**src/rtl/i2c_rcv_pkg.sv**
```systemverilog
// Shared constants and state type for the I2C bus recovery sequencer.
// Bit positions are fixed because host software decodes them.
package i2c_rcv_pkg;
    localparam int STAT_SCL_BIT    = 18;
    localparam int STAT_SDA_BIT    = 17;
    localparam int STAT_BUSY_BIT   = 16;
    localparam int CMD_RECOVER_BIT = 11;
    localparam int INT_DONE_BIT    = 13;

    typedef enum logic [2:0] {
        RS_IDLE,
        RS_ALIGN,
        RS_PULSE_LO,
        RS_PULSE_HI,
        RS_STOP_LO,
        RS_STOP_HI,
        RS_FINISH
    } rcv_state_t;
endpackage

```
**src/rtl/i2c_rcv_sync.sv**
```systemverilog
// Multi-flop synchroniser for one bus line.
// Assumes the line idles high, so every stage resets to 1.
module i2c_rcv_sync #(
    parameter int STAGES = 2
) (
    input  logic clk,
    input  logic rst_n,
    input  logic raw_in,
    output logic sync_out
);
    logic [STAGES-1:0] chain;

    // Shift the pin level through the flop chain.
    always_ff @(posedge clk) begin
        if (!rst_n) chain <= '1;
        else        chain <= {chain[STAGES-2:0], raw_in};
    end

    assign sync_out = chain[STAGES-1];
endmodule

```
**src/rtl/i2c_rcv_linemon.sv**
```systemverilog
// Watches the synchronised lines for START and STOP conditions and keeps
// the bus-busy flag. Assumes inputs are already synchronous to clk.
module i2c_rcv_linemon (
    input  logic clk,
    input  logic rst_n,
    input  logic scl_s,
    input  logic sda_s,
    output logic busy
);
    logic scl_q, sda_q;
    logic start_det, stop_det;

    // Keep last cycle's line levels for edge detection.
    always_ff @(posedge clk) begin
        if (!rst_n) begin
            scl_q <= 1'b1;
            sda_q <= 1'b1;
        end else begin
            scl_q <= scl_s;
            sda_q <= sda_s;
        end
    end

    assign start_det = scl_q & scl_s &  sda_q & ~sda_s;
    assign stop_det  = scl_q & scl_s & ~sda_q &  sda_s;

    // Busy follows START (set) and STOP (clear).
    always_ff @(posedge clk) begin
        if (!rst_n)         busy <= 1'b0;
        else if (start_det) busy <= 1'b1;
        else if (stop_det)  busy <= 1'b0;
    end

    AST_START_SETS_BUSY: assert property (@(posedge clk) disable iff (!rst_n)
        start_det |=> busy) else $error("start did not set busy");
    AST_STOP_CLEARS_BUSY: assert property (@(posedge clk) disable iff (!rst_n)
        stop_det |=> !busy) else $error("stop did not clear busy");
endmodule

```
**src/rtl/i2c_rcv_fsm.sv**
```systemverilog
// Recovery sequencer. Chooses a path from the line levels seen when the
// command arrives, then steps one phase per tick. Assumes ticks are spaced
// more than the synchroniser latency apart.
module i2c_rcv_fsm
    import i2c_rcv_pkg::*;
#(
    parameter int MAX_PULSES = 8
) (
    input  logic clk,
    input  logic rst_n,
    input  logic go,
    input  logic tick,
    input  logic scl_s,
    input  logic sda_s,
    output logic scl_drv,
    output logic sda_drv,
    output logic done,
    output logic active
);
    localparam int CNT_W = $clog2(MAX_PULSES + 1);
    localparam logic [CNT_W-1:0] CNT_MAX = CNT_W'(MAX_PULSES);

    rcv_state_t state, state_nx, state_prev;
    logic [CNT_W-1:0] cnt, cnt_nx;
    logic to_stop, to_stop_nx;
    logic fresh;

    assign fresh = (state != state_prev);

    // Next-state and pulse-count decisions.
    always_comb begin
        state_nx   = state;
        cnt_nx     = cnt;
        to_stop_nx = to_stop;
        case (state)
            RS_IDLE: begin
                if (go) begin
                    if (sda_s && scl_s) begin
                        state_nx = RS_FINISH;
                    end else begin
                        state_nx   = RS_ALIGN;
                        to_stop_nx = sda_s;
                    end
                end
            end
            RS_ALIGN: begin
                if (tick) begin
                    if (to_stop) begin
                        state_nx = RS_STOP_LO;
                    end else begin
                        state_nx = RS_PULSE_LO;
                        cnt_nx   = CNT_W'(1);
                    end
                end
            end
            RS_PULSE_LO: begin
                if (tick) state_nx = RS_PULSE_HI;
            end
            RS_PULSE_HI: begin
                if (tick) begin
                    if (sda_s) begin
                        state_nx = RS_STOP_LO;
                    end else if (cnt == CNT_MAX) begin
                        state_nx = RS_FINISH;
                    end else begin
                        state_nx = RS_PULSE_LO;
                        cnt_nx   = cnt + 1'b1;
                    end
                end
            end
            RS_STOP_LO: begin
                if (tick && !fresh) state_nx = RS_STOP_HI;
            end
            RS_STOP_HI: begin
                if (tick) state_nx = RS_FINISH;
            end
            RS_FINISH: begin
                state_nx = RS_IDLE;
                cnt_nx   = '0;
            end
            default: state_nx = RS_IDLE;
        endcase
    end

    // State registers.
    always_ff @(posedge clk) begin
        if (!rst_n) begin
            state      <= RS_IDLE;
            state_prev <= RS_IDLE;
            cnt        <= '0;
            to_stop    <= 1'b0;
        end else begin
            state      <= state_nx;
            state_prev <= state;
            cnt        <= cnt_nx;
            to_stop    <= to_stop_nx;
        end
    end

    // SDA is pulled one clock after SCL in the STOP low phase so that the
    // monitor never sees a false START.
    assign scl_drv = (state == RS_PULSE_LO) || (state == RS_STOP_LO);
    assign sda_drv = ((state == RS_STOP_LO) && !fresh) || (state == RS_STOP_HI);
    assign done    = (state == RS_FINISH);
    assign active  = (state != RS_IDLE);

    AST_IDLE_BUS_DONE: assert property (@(posedge clk) disable iff (!rst_n)
        (state == RS_IDLE && go && sda_s && scl_s) |=> (done && !scl_drv && !sda_drv))
        else $error("idle bus not finished at once");
    AST_PULSE_BOUND: assert property (@(posedge clk) disable iff (!rst_n)
        $rose(scl_drv) |-> (cnt <= CNT_MAX)) else $error("pulse count overflow");
    AST_SDA_REL_SCL_HIGH: assert property (@(posedge clk) disable iff (!rst_n)
        $fell(sda_drv) |-> !scl_drv) else $error("SDA released with SCL low");
    AST_FAIL_FINISH: assert property (@(posedge clk) disable iff (!rst_n)
        (state == RS_PULSE_HI && tick && !sda_s && cnt == CNT_MAX) |=> (done && !sda_drv))
        else $error("no finish after last pulse");
    AST_SDA_ONLY_IN_STOP: assert property (@(posedge clk) disable iff (!rst_n)
        $rose(sda_drv) |-> scl_drv) else $error("SDA pulled outside STOP");
endmodule

```
**src/rtl/i2c_bus_recovery.sv**
```systemverilog
// Top of the I2C bus recovery sequencer: synchronises both lines, tracks
// bus busy, runs the recovery sequencer and holds the recover-done bit.
// Assumes WORD_W is wide enough to hold bit 18.
module i2c_bus_recovery
    import i2c_rcv_pkg::*;
#(
    parameter int SYNC_STAGES = 2,
    parameter int MAX_PULSES  = 8,
    parameter int WORD_W      = 32
) (
    input  logic              clk,
    input  logic              rst_n,
    input  logic              scl_in,
    input  logic              sda_in,
    input  logic              tick,
    input  logic              cmd_valid,
    input  logic [WORD_W-1:0] cmd_data,
    input  logic              int_clr_valid,
    input  logic [WORD_W-1:0] int_clr_data,
    output logic              scl_drive_low,
    output logic              sda_drive_low,
    output logic [WORD_W-1:0] status_word,
    output logic [WORD_W-1:0] int_status,
    output logic              irq
);
    localparam int NUM_LINES = 2;
    localparam int IDX_SDA   = 0;
    localparam int IDX_SCL   = 1;

    logic [NUM_LINES-1:0] raw_lines, sync_lines;
    logic busy, go, done, active, done_q;
    logic cmd_unused_bits, clr_unused_bits;

    assign raw_lines = {scl_in, sda_in};

    // One synchroniser per bus line.
    for (genvar gi = 0; gi < NUM_LINES; gi++) begin : g_sync
        i2c_rcv_sync #(.STAGES(SYNC_STAGES)) u_sync (
            .clk      (clk),
            .rst_n    (rst_n),
            .raw_in   (raw_lines[gi]),
            .sync_out (sync_lines[gi])
        );
    end

    i2c_rcv_linemon u_mon (
        .clk   (clk),
        .rst_n (rst_n),
        .scl_s (sync_lines[IDX_SCL]),
        .sda_s (sync_lines[IDX_SDA]),
        .busy  (busy)
    );

    assign go = cmd_valid && cmd_data[CMD_RECOVER_BIT] && !active;

    i2c_rcv_fsm #(.MAX_PULSES(MAX_PULSES)) u_fsm (
        .clk     (clk),
        .rst_n   (rst_n),
        .go      (go),
        .tick    (tick),
        .scl_s   (sync_lines[IDX_SCL]),
        .sda_s   (sync_lines[IDX_SDA]),
        .scl_drv (scl_drive_low),
        .sda_drv (sda_drive_low),
        .done    (done),
        .active  (active)
    );

    // Sticky recover-done bit; a new completion wins over a clear.
    always_ff @(posedge clk) begin
        if (!rst_n)
            done_q <= 1'b0;
        else if (done)
            done_q <= 1'b1;
        else if (int_clr_valid && int_clr_data[INT_DONE_BIT])
            done_q <= 1'b0;
    end

    // Assemble the status and interrupt words.
    always_comb begin
        status_word                = '0;
        status_word[STAT_SCL_BIT]  = sync_lines[IDX_SCL];
        status_word[STAT_SDA_BIT]  = sync_lines[IDX_SDA];
        status_word[STAT_BUSY_BIT] = busy;
        int_status                 = '0;
        int_status[INT_DONE_BIT]   = done_q;
    end

    assign irq = done_q;

    assign cmd_unused_bits = ^cmd_data;
    assign clr_unused_bits = ^int_clr_data;

    AST_DONE_SETS_INT: assert property (@(posedge clk) disable iff (!rst_n)
        done |=> int_status[INT_DONE_BIT]) else $error("done not latched");
    AST_INT_FROM_DONE: assert property (@(posedge clk) disable iff (!rst_n)
        $rose(done_q) |-> $past(done)) else $error("spurious recover-done");
    AST_CMD_NEEDS_BIT: assert property (@(posedge clk) disable iff (!rst_n)
        (!active && !(cmd_valid && cmd_data[CMD_RECOVER_BIT])) |=> !scl_drive_low && !sda_drive_low)
        else $error("drive without command");
endmodule

```
**config.mk**
```make
export PLATFORM = sky130hd
export DESIGN_NAME = i2c_bus_recovery
export DESIGN_NICKNAME = d
export VERILOG_FILES = /design/src/rtl/i2c_rcv_pkg.sv /design/src/rtl/i2c_rcv_sync.sv /design/src/rtl/i2c_rcv_linemon.sv /design/src/rtl/i2c_rcv_fsm.sv /design/src/rtl/i2c_bus_recovery.sv
export SDC_FILE = /design/constraint.sdc
export NUM_CORES = 1
export LEC_CHECK = 0
export CAP_MARGIN = 30
export CORE_ASPECT_RATIO = 1.2
export CORE_UTILIZATION = 27
export DETAILED_ROUTE_END_ITERATION = 12
export PLACE_DENSITY_LB_ADDON = 0.05
export SLEW_MARGIN = 15
export SYNTH_ARGS = -nofsm -noshare
export SYNTH_HDL_FRONTEND = slang
export SYNTH_SLANG_ARGS = --single-unit
```
**constraint.sdc**
```tcl
create_clock -name clk -period 1.45 [get_ports clk]
set_input_delay 0.145 -clock clk [delete_from_list [all_inputs] [get_ports clk]]
set_output_delay 0.145 -clock clk [all_outputs]
set_load 0.05 [all_outputs]
```
Yosys cells after proc, flatten, opt, wreduce, memory -nomap -nowiden. Cells that the tools add are included.

Flip-flop bits (word level): 19. Bits of input ports: 71. Output and inout bits: 67. Logic and storage cells: 75.

Add/subtract/negate cells: 1. Eq/ne operators: 17. Muxes and demuxes: 21. Bitwise logic cells: 8. Reduce and logical (&&, ||, !) cells: 18.

Operators with widths (count): $mux W3 (10); $mux W4 (5); $pmux W3 S6 (1); $ne A2 B2 Y1 const B (8); $pmux W4 S3 (1); $reduce_and A6 Y1 (2); $eq A3 B3 Y1 const B (3); $eq A3 B2 Y1 const B (2); $logic_and A1 B1 Y1 (6); $reduce_bool A3 Y1 (2); $and A1 B1 Y1 (5); $add A4 B1 Y4 const B (1); $eq A4 B4 Y1 const B (1); $mux W1 (4); $reduce_bool A2 Y1 (2); $eq A3 B1 Y1 const B (1); $logic_not A3 Y1 (1); $ne A3 B3 Y1 (1); $not A1 Y1 (3); $reduce_and A3 Y1 (1); $logic_not A1 Y1 (2); $logic_or A1 B1 Y1 (2); $ne A2 B1 Y1 const B (1).

Longest topological paths before layout.
Depth in word-level cells: 5. Gate-level depth with buffers: 6. Depth with buffers taken out: 6.

Modules after synthesis. From an unflattened synthesis, not the netlist that was laid out.

Cells, all modules: 170. Area, all modules: 1361.3 um2.

Modules (own cells, without submodules): i2c_rcv_fsm (instances 1, cells each 82, area an instance 640.6 um2, seq. area each 220.2 um2); i2c_bus_recovery (instances 1, cells each 69, area an instance 511.7 um2, seq. area each 20.0 um2); i2c_rcv_sync (instances 2, cells each 4, area an instance 52.6 um2, seq. area each 40.0 um2); i2c_rcv_linemon (instances 1, cells each 11, area an instance 103.8 um2, seq. area each 60.1 um2).

Worst setup path before layout. OpenSTA, ideal clock, no wires.

Path type: reg2out. From: register u_fsm.state[1]. To: output scl_drive_low. Data arrival time: 1.510 ns. Data required time: 1.305 ns. Setup slack: -0.205 ns. Stages on the path, launching flop included: 5. Buffers on the path: 2. Path through: dfxtp_1 buf_6 buf_2 nand2b_1 a21oi_1.

Longest elaborated chain between the ends: 2. Elaborated cells between the ends (all ways): 3. Those cells by class: eq/ne: 2; reduce/logical: 1.

Ends and longest elaborated chain: from (decl) (RTL line i2c_rcv_fsm.sv:23) `rcv_state_t state, state_nx, state_prev;`; from (signal assigned) (RTL line i2c_rcv_fsm.sv:93) `state <= state_nx;`; $eq A3 B2 Y1 / $eq A3 B3 Y1 (equally long branches) (RTL line i2c_rcv_fsm.sv:102) `assign scl_drv = (state == RS_PULSE_LO) || (state == RS_STOP_LO);`; $logic_or A1 B1 Y1 * (RTL line i2c_rcv_fsm.sv:102); to (decl) (RTL line i2c_bus_recovery.sv:20) `output logic scl_drive_low,`.

Mark *: on every way between the ends. The rest lies on a longest branch, timed or not.

Worst setup path after layout. Ends and elaborated chain as after synthesis.

==> metrics.md <==
| Metric | Value |
|---|---|
| Tmin final | about 1.4 ns |
| Sw Share | 45.0% |
| Logic gate share of total power | a little over half |
| CP top delay family | flip-flops |
| FF+latch area | 387 um^2 |
| Power, Total | between 2 and 2.5 mW |
| Setup CP Type | reg2out |
| Worst path required time | 1.31 ns |
| Post-CTS Hold Fix Bufs | 0 |
| Worst Path Buf+Inv | 2 |
| Bufs on Longest Clock Path | 2 |
| R2R Path Start | u_fsm.state[1] |
| Syn Area/Cell | 8.43 um^2 |
| CP Launch Point | u_fsm.state[1] |
| F_max | 0.697 GHz |
| Setup TNS | 0 ns |
| Net Switching | around 1 mW |
| Synth area leader | buf_4 |
| CTS tree | built |
| Worst hold start | g_sync[0].u_sync.chain[0] |
| WL/cell | 10.2 um |
| Global route overflow | 0 |
| DR iter-0 viols | 28 |
| Post-synth ARST share | 0% |
| Initial antenna violation count | 0 |
| Die Width | 68.3 um |
| Setup Viol. Count Final | 0 |
| Synth Warn # | 0 |
| Cell Area, Synth | 1420 um^2 |
| Cells after Synth | 169 |
| Via density | 4.04 |
| R2r setup slk | 0.06 ns |
| Global placer's final weighted congestion | 0.725 |
| Leak | between 0.7 and 0.8 nW |
| Clk sinks | 19 |
| Crit-path max FO | 10 |
| Outcome | complete, no violations |
| Clk pin slew, worst setup/hold paths | 0.08 ns |
| Share of cells above drive strength 1 | 22.6% |
| FILL cells | 571 |
| Port bufs | 15 |
| Register bit total from synthesis | 19 |
| Fin nets | ~270 |
| Fin. max-slew vios | 0 |
| Post-synth EDFFs | 0 |
| Final hold violations | 0 |
| CP max stage cell | dfxtp_4 |
| Cell Int Power | 1.22 mW |
| Wire length of the first global-routing pass | 4430 um |
| Area of the multi-input gates | 769 um^2 |
| # H-tree levels | 1 |
| CORE AREA | between 5000 and 6000 um^2 |
| DR pass1 iterations | 4 |
| Area Overhead vs Synth | 14.2% |
| Worst skew pair latency | 0.26 ns |
| Post-DRT Antenna Nets | 0 |
| Max Cap Viol | 0 |
| Peak supply drop | approximately 0.42 mV |
| Sequential share of power | 28.8% |
| Distinct cell type count after synthesis | 37 |
| Pin count of the biggest net entering global routing | 17 |
| Worst Setup End Kind | primary output |
| CP Depth | 4 |
| Worst EP arrival | 1.29 ns |
| DRT Wirelength | 2610 um |
| Clock root cell | clkbuf_8 |
| Fin crit share | 98.9% |
| Power per cell area | 1370 nW/um^2 |
| RSZ-0062 raised after global routing | true |
| Crit path largest cell delay | 0.38 ns |
| R2R depth | 4 |
| Min-Delay Path Class | reg2reg |
| Worst Skew | around 0.013 ns |
| Row cnt | 28 |
| Worst-path cell chain | buf_4, nand2b_4, a21oi_4, buf_12 |
| Synth Flop Type | dfxtp_1 |
| I/O Pins | 138 |
| Critical R2R Capture | u_fsm.cnt[0] |
| Sequential cell area fraction in the yosys report | 26.7% |
| Antenna diodes | 0 |
| Startpoint type of the worst setup path | flop |
| DIE AREA | 5570 um^2 |
| Crit path capture | scl_drive_low |
| DRC viols | 0 |
| Detailed placement HPWL | 2040 um |
| Num CTS Buffers | 3 |
| Post-synth top area share | between 30% and 40% |
| Via count | ~1000 |
| Starting density of the core | approximately 28% |
| Area contributors post-synth | buf_4 34%, dfxtp_1 27%, nand2b_1 4.0%, a21oi_1 3.2%, a41oi_4 1.9% |
| GRT Overall Usage | a little over a tenth |
| Die Span Y | 81.6 um |
| Vias in the first global route | around 900 |
| Clock Power Share | 16.9% |
layer usage:
layer	wire length [um]	share of wire [%]	vias to the layer above	track usage, %
li1	-	-	493	-
met1	1140	44	480	13.5
met2	1290	50	54	17.5
met3	158	6.1	2	1.39
met4	18	0.69	0	3.75
met5	0	0	-	0
worst min-delay path by stage:
stage,end,depth (start not counted)
after floorplan,g_sync[0].u_sync.chain[0],1
after global placement,g_sync[0].u_sync.chain[1],1
after detailed placement,g_sync[0].u_sync.chain[1],1
after CTS,g_sync[0].u_sync.chain[1],1
after global routing,g_sync[0].u_sync.chain[0],2
final,g_sync[0].u_sync.chain[1],1
final cells by class:
type                       count  share of cell area [%]
clock buffer                   3                    2.54
clock inverter                 1                   0.308
inverter                       4                   0.923
multi-input combinational    135                    47.3
sequential                    19                    23.8
tap                           60                    4.62
timing repair buffer          33                    20.5
per-stage QoR:
step                      area [um^2]  instances  worst slack, ns  hold WS (ns)  util [%]
after CTS                        1590        253          0.00511         0.415      31.7
after global placement           1530        249          -0.0563         0.393      30.5
after floorplan                  1650        228           0.0383         0.218         -
after detailed placement         1530        249          -0.0160         0.394      30.5
final                            1630        255           0.0156         0.411      32.5
after global routing             1630        255          -0.0334         0.429      32.5
repair_timing:
| action | 4_1_cts | 5_1_grt |
|---|---|---|
| buffers inserted | 0 | 2 |
| endpoints found under the setup margin | 3 | 5 |
| endpoints found under the hold margin | 0 | 0 |
| gates resized for setup | 3 | 8 |
| pin swaps | 1 | 4 |
synth_stat cells (3+ instances only):
cell type	number
nor2b_1	3
nand3_1	5
buf_2	3
nand2_1	7
a31oi_1	3
and2_1	3
dfxtp_1	19
nor2_1	7
o21ai_0	3
buf_4	64
nand2b_1	9
inv_1	4
a21oi_1	9
power groups by stage:
stage	registers, mW	clock network, mW	logic [mW]
3_3_place_gp	0.646	0	1.14
3_5_place_dp	0.646	0	1.14
5_1_grt	0.650	0.411	1.30
2_1_floorplan	0.626	0	0.969
6_report	0.639	0.376	1.21
4_1_cts	0.636	0.393	1.19
cell families (layout without fill, tap and decap cells):
family | count (synthesis) | after routing | synth area share (%)
DFF | 19 | 19 | 26.7
buffers and inverters | 74 | 41 | 37.2
AOI/OAI and AO/OA | 27 | 27 | 14.2
muxes | 1 | 1 | 1.58
other | 1 | 60 | 0.263
and+or+nand+nor | 45 | 45 | 18.3
adders and majority gates | 2 | 2 | 1.76
placed cells by master, fill, tap and decap left out, types with 2 or more instances in the layout:
master and n:
nand2_1 7, nor2_1 6, nor2b_1 3, o21ai_0 3, nand2b_1 8, inv_2 2, buf_4 19, a21oi_1 8
nand4b_1 2, conb_1 60, and3b_1 2, inv_1 2, clkdlybuf4s50_1 8, clkbuf_8 3, dfxtp_2 2, and2_1 3
dfxtp_1 16, o22ai_1 2, nand4_1 2, a31oi_1 3, nand3_1 5, buf_12 5
registers in the layout, summed over array words and instances, names as in the netlist:
register,count
g_sync.u_sync.chain,4
u_fsm.cnt,4
u_fsm.state,3
u_fsm.state_prev,3
irq,1
u_fsm.to_stop,1
u_mon.busy,1
u_mon.scl_q,1
u_mon.sda_q,1
Note: power is estimated with default switching activity, not from simulation.
